$ cat src/rtl/mem_window_router.sv
module mem_window_router #(
  parameter int         ADDR_W    = 24,
  parameter int         REG_AW    = 12,
  parameter int         RAM_AW    = 9,
  parameter int         OBJ_AW    = 9,
  parameter logic [7:0] HI_RST    = 8'h0F,
  parameter logic [7:0] LO_RST    = 8'hF0,
  parameter logic [7:0] SEG_RST   = 8'h00,
  parameter logic [7:0] RBASE_RST = 8'h00
) (
  input  logic              clk,
  input  logic              rst_n,
  input  logic [ADDR_W-1:0] bus_addr,
  input  logic              cfg_we,
  input  logic [1:0]        cfg_sel,
  input  logic [7:0]        cfg_wdata,
  output logic              sel_reg,
  output logic              sel_obj,
  output logic              sel_ram,
  output logic              sel_ext,
  output logic [REG_AW-1:0] reg_offset,
  output logic [RAM_AW-1:0] ram_offset
);
  localparam int REG_TAG_W = ADDR_W - REG_AW;
  localparam int RAM_TAG_W = ADDR_W - RAM_AW;
  localparam int LO_BITS   = REG_TAG_W - 8;
  localparam int RB_BITS   = RAM_TAG_W - 8;

  logic [7:0]         win_hi;
  logic [LO_BITS-1:0] win_lo;
  logic               win_en;
  logic [7:0]         seg;
  logic [RB_BITS-1:0] rbase;
  logic               ram_en;

  always_ff @(posedge clk or negedge rst_n) begin
    if (!rst_n) begin
      win_hi <= HI_RST;
      win_lo <= LO_RST[7 -: LO_BITS];
      win_en <= 1'b0;
      seg    <= SEG_RST;
      rbase  <= RBASE_RST[7 -: RB_BITS];
      ram_en <= 1'b0;
    end else if (cfg_we) begin
      case (cfg_sel)
        2'd0: win_hi <= cfg_wdata;
        2'd1: begin
          win_lo <= cfg_wdata[7 -: LO_BITS];
          win_en <= cfg_wdata[0];
        end
        2'd2: seg <= cfg_wdata;
        default: begin
          rbase  <= cfg_wdata[7 -: RB_BITS];
          ram_en <= cfg_wdata[0];
        end
      endcase
    end
  end

  wire reg_hit = win_en && (bus_addr[ADDR_W-1 -: REG_TAG_W] == {win_hi, win_lo});
  wire ram_hit = ram_en && (bus_addr[ADDR_W-1 -: RAM_TAG_W] == {seg, rbase});

  assign sel_reg    = reg_hit;
  assign sel_ram    = ram_hit && !reg_hit;
  assign sel_ext    = !reg_hit && !ram_hit;
  assign sel_obj    = reg_hit && (bus_addr[REG_AW-1:OBJ_AW] == '0);
  assign reg_offset = reg_hit ? bus_addr[REG_AW-1:0] : '0;
  assign ram_offset = sel_ram ? bus_addr[RAM_AW-1:0] : '0;

  a_r7_one_target: assert property (@(posedge clk) disable iff (!rst_n)
    $onehot({sel_reg, sel_ram, sel_ext}));

  a_r4_obj_in_reg: assert property (@(posedge clk) disable iff (!rst_n)
    sel_obj |-> (sel_reg && reg_offset < REG_AW'(1 << OBJ_AW)));

  a_r8_ext_no_offset: assert property (@(posedge clk) disable iff (!rst_n)
    sel_ext |-> (reg_offset == '0 && ram_offset == '0));

  a_r9_enable_next_edge: assert property (@(posedge clk) disable iff (!rst_n)
    (cfg_we && cfg_sel == 2'd1) |=> (win_en == $past(cfg_wdata[0])));

  a_r6_ram_yields: assert property (@(posedge clk) disable iff (!rst_n)
    sel_ram |-> (sel_reg == 1'b0 && reg_offset == '0));
endmodule

$ cat config.mk
export PLATFORM = sky130hd
export DESIGN_NAME = mem_window_router
export DESIGN_NICKNAME = d
export VERILOG_FILES = /design/src/rtl/mem_window_router.sv
export SDC_FILE = /design/constraint.sdc
export NUM_CORES = 1
export LEC_CHECK = 0
export BUFFER_PORTS_ARGS = -buffer_cell sky130_fd_sc_hd__buf_2
export CAP_MARGIN = 20
export CORE_ASPECT_RATIO = 1.4
export CORE_MARGIN = 2
export CORE_UTILIZATION = 40
export CTS_CLUSTER_SIZE = 28
export DETAILED_ROUTE_END_ITERATION = 6
export PLACE_DENSITY = 0.65
export SLEW_MARGIN = 10
export SYNTH_ARGS = -nofsm -noshare
export SYNTH_HDL_FRONTEND = slang
export SYNTH_SLANG_ARGS = --single-unit
$ cat constraint.sdc
create_clock -name clk -period 2.37 [get_ports clk]
set_input_delay 0.1185 -clock clk [delete_from_list [all_inputs] [get_ports clk]]
set_output_delay 0.1185 -clock clk [all_outputs]
set_load 0.1 [all_outputs]
Word-level counts from Yosys, hierarchy flattened --
Index checks and enable logic that the tools add are counted.
Storage, ports and cells: RAM bits 0, word-level logic and storage cells 27, flip-flop bits (word level) 29, output and inout port bits 25, memories 0, latch bits 0, input bits 37, memory bits (read-only) 0
Operators by class: $lt $le $gt $ge 0, muxes and demuxes 2, multipliers 0, shift-type cells 0, eq/ne operators 4, reductions and logical operators 14, bitwise gates (word level) 1, add/subtract/negate cells 0, div/mod/pow operators 0
Operators by type and width (number):
- $eq A15 B15 Y1 | 1
- $eq A12 B12 Y1 | 1
- $mux W12 | 1
- $mux W9 | 1
- $reduce_and A2 Y1 | 4
- $logic_and A1 B1 Y1 | 5
- $logic_not A3 Y1 | 1
- $reduce_or A3 Y1 | 1
- $eq A2 B1 Y1 const B | 1
- $eq A2 B2 Y1 const B | 1
- $logic_not A1 Y1 | 2
- $logic_not A2 Y1 | 1
- $not A1 Y1 | 1

Logic depth before layout (Yosys ltp) --
depth in word-level cells 5, depth in mapped cells 5, mapped depth without buffers 4

Worst setup path after synthesis --
No wires, ideal clock.
path type flip-flop to output port, start point register win_hi[2], end point output sel_obj, required time 2.251 ns, arrival 4.281 ns, buffers on the path 0, stages on the path, launching flop included 5, slack -2.029 ns, cells stage by stage dfstp_2 xnor2_1 nand4_1 nor4_4 nor4b_1
On the way: cells in the longest elaborated chain, start to end 3
RTL lines:
- start, declared | RTL line 29 | logic [7:0] win_hi;
- start signal, assigned | RTL line 46 | 2'd0: win_hi <= cfg_wdata;
- $eq A12 B12 Y1 | RTL line 60 | wire reg_hit = win_en && (bus_addr[ADDR_W-1 -: REG_TAG_W] == {win_hi, win_lo});
- $logic_and A1 B1 Y1 | RTL line 60
- $logic_and A1 B1 Y1 | RTL line 66 | assign sel_obj = reg_hit && (bus_addr[REG_AW-1:OBJ_AW] == '0);
- end, declared | RTL line 18 | output logic sel_obj,
No other way between the ends.

Final worst setup path --
start point register seg[5], end point output ram_offset[3]
On the way: cells in the longest elaborated chain, start to end 4
RTL lines:
- start, declared | RTL line 32 | logic [7:0] seg;
- start signal, assigned | RTL line 51 | 2'd2: seg <= cfg_wdata;
- $eq A15 B15 Y1 | RTL line 61 | wire ram_hit = ram_en && (bus_addr[ADDR_W-1 -: RAM_TAG_W] == {seg, rbase});
- $logic_and A1 B1 Y1 | RTL line 61
- $logic_and A1 B1 Y1 | RTL line 64 | assign sel_ram = ram_hit && !reg_hit;
- $mux W9 | RTL line 68 | assign ram_offset = sel_ram ? bus_addr[RAM_AW-1:0] : '0;
- end, declared | RTL line 22 | output logic [RAM_AW-1:0] ram_offset
No other way between the ends.

==> out/qor.yml <==
run_status:
  outcome: "finished, final reports clean"
finish:
  syn2layout_area_growth_pct: 51.8
  final_common_cell: "buf_2"
  postLayoutCoreUtil: 0.630
  num_antenna_cells: 0
  final_layout_size_suffix_gt1_frac: 0.626
  layout_common_cells: "buf_2, mux2_2, xnor2_1, buf_12, dfrtp_1"
  fin_nets: 231
  design_area_um2: 2490
  fillCellCount: 310
timing:
  relSlewSlack: 0.491
  slew_viol_final: 0
  fin_crit_ps: 2290
  setup_viol_count_final: 0
  fin_crit_sh: 0.966
  hold_violations: 0
  whs_ps: 107
  skew_ps: 0
  tightest_slew_ps: 759
  rsz0062_at_grt: "yes"
  max_freq_mhz: 437
  tns_ps: 0
routing:
  met1_length_um: 1360
  ant_nets: 0
  vias_per_cell: 5.08
  met2_length_um: 2220
  drt_iter0_markers: 24
  vias: 1208
  drc: 0
  highest_layer: "met4"
  drt_wl_total_um: 3870
  firstDrtPassIters: 4
  route.met3.wl_um: 222
  wl_per_cell_um: 16.3
floorplan:
  placementRows: 27
  die_h_um: 79.8
  io_pins: 62
  coreArea_um2: 3950
  die_area_um2: 4640
  die_w_um: 58.1
  start_util: 0.415
clock_network:
  cts.sinks: 29
  cts_tree: "done"
  clk_pin_slew_ps: 60
  clock_path_buffers: 2
  post_cts_buffers: 0
  insertion_delay_ps: 280
  cts_buffers: 5
  cts_max_level: 2
  cts-root-buf: "clkbuf_8"
place:
  hpwl_um: 3270
  placed_cell_area_um2: 2350
  place_congestion: 0.759
  port_buffers: 61
logic_synthesis:
  synth_cell_type_count: 18
  synth_top_cell_by_area: "dfrtp_1"
  ys_ff_latch: 29
  synth_top_area_frac: 0.320
  synth_fp_nets: 163
  postSynthAreaPerCell_um2: 13.0
  yosysWarnings: 0
  synth_area_leaders: "dfrtp_1, mux2_2, xnor2_1"
  seq_area_frac_synth: 0.449
  netlist_area_um2: 1640
  synth_cells: 126
grt:
  grt.total_usage: 0.182
  overflow: 0
  grt_max_degree: 30
  grt_pass1_vias: 1303
  grt_pass1_wl_um: 6240
  antenna_found_initial: 0
pwr:
  p_total_mw: 1.42
  worst_ir_drop_vdd_v: 0.000563
  seq_power_share: 0.475
  powerDensity_nw_per_um2: 569
  power_frac_comb: 0.211
  p_leak_nw: 1.01
  p_sw_frac: 0.260
  pwr-share-clk: 0.314
  internal-power_mw: 1.05
  p_sw_uw: 368
worst_setup_path:
  critPathTopFamily: "simple AND/OR/NAND/NOR gates"
  cp-start-kind: "register"
  crit_path_end_kind: "primary output"
  crit_path_top_delay_cell: "or4_4"
  crit_required_ps: 2250
  cp_data_arrival_time_ps: 2170
  critPathKind: "reg -> out"
  crit_chain: "xnor2_1 -> nand4_1 -> or4_4 -> nor3b_2 -> buf_12"
  cp_max_fo: 11
  cpPeakStageDelay_ps: 670
  critPathBufInv: 1
min_path:
  hold_class: "in -> reg"
run:
  maxCapViolations: 0
-- synth_stat cells, drive strengths merged --
| library cell | number |
|---|---|
| and2 | 12 |
| buf | 2 |
| clkbuf | 1 |
| dfrtp | 21 |
| dfstp | 8 |
| mux2 | 29 |
| nand2 | 1 |
| nand3 | 2 |
| nand3b | 2 |
| nand4 | 6 |
| nor2 | 1 |
| nor2b | 1 |
| nor3b | 10 |
| nor4 | 1 |
| nor4b | 1 |
| or4 | 1 |
| xnor2 | 27 |
-- logic make-up after synthesis --
kind of cell | synth area share
and+or+nand+nor | 0.194
muxes | 0.199
DFF | 0.449
xor gates and xnor gates | 0.144
buffers and inverters | 0.0145
-- power by group through the flow --
stage | Sequential [mW] | Clock [mW] | Combinational (mW)
after detailed placement | 0.682 | 0 | 0.302
final | 0.673 | 0.445 | 0.299
after CTS | 0.673 | 0.455 | 0.305
after global routing | 0.682 | 0.483 | 0.328
after global placement | 0.672 | 0 | 0.293
after floorplan | 0.664 | 0 | 0.206
-- metrics by stage --
step | instances | setup WS [ps]
2_1_floorplan | 126 | -262
4_1_cts | 238 | 41.9
6_report | 238 | 80.0
5_1_grt | 238 | -10.1
3_3_place_gp | 229 | 361
3_5_place_dp | 229 | 348
-- what timing repair did --
item,in CTS,in global routing
setup endpoints to repair,0,5
gates resized for setup,0,5
hold buffers,1,0
hold endpoints to repair,21,0
-- sequential cells by signal, indices dropped and copies added (netlist names) --
signal / count
win_hi: 8
win_lo: 4
win_en: 1
seg: 8
rbase: 7
ram_en: 1
-- final cells by class --
cell class,count,area (µm²),share of cell area
Clock inverter,1,5.00,0.00201
Multi-Input combinational cell,94,917,0.368
Timing Repair Buffer,64,682,0.274
Clock buffer,7,96.3,0.0387
Sequential cell,29,736,0.295
Tap cell,43,53.8,0.0216
-- path summary, 6_finish.rpt --
check | slack, ps | to | cells past startpoint | start
min reg2reg | 520 | ram_en$_DFFE_PN0P_ | 1 | ram_en$_DFFE_PN0P_
max in group asynchronous | 1560 | rbase[2]$_DFFE_PN0P_ | 2 | rst_n
min | 110 | seg[2]$_DFFE_PN0P_ | 2 | cfg_wdata[2]
max reg2reg | 1590 | rbase[1]$_DFFE_PN0P_ | 1 | rbase[1]$_DFFE_PN0P_
min in group asynchronous | 390 | win_en$_DFFE_PN0P_ | 2 | rst_n
max | 80 | ram_offset[3] | 5 | seg[5]$_DFFE_PN0P_
-- per-layer routing --
metal  global-route usage  up-vias
met1                0.185      572
met5                    0        -
met4               0.0767        0
li1                     -      576
met2                0.352       54
met3               0.0324        6
No activity file was read; power rests on OpenSTA's default activity.
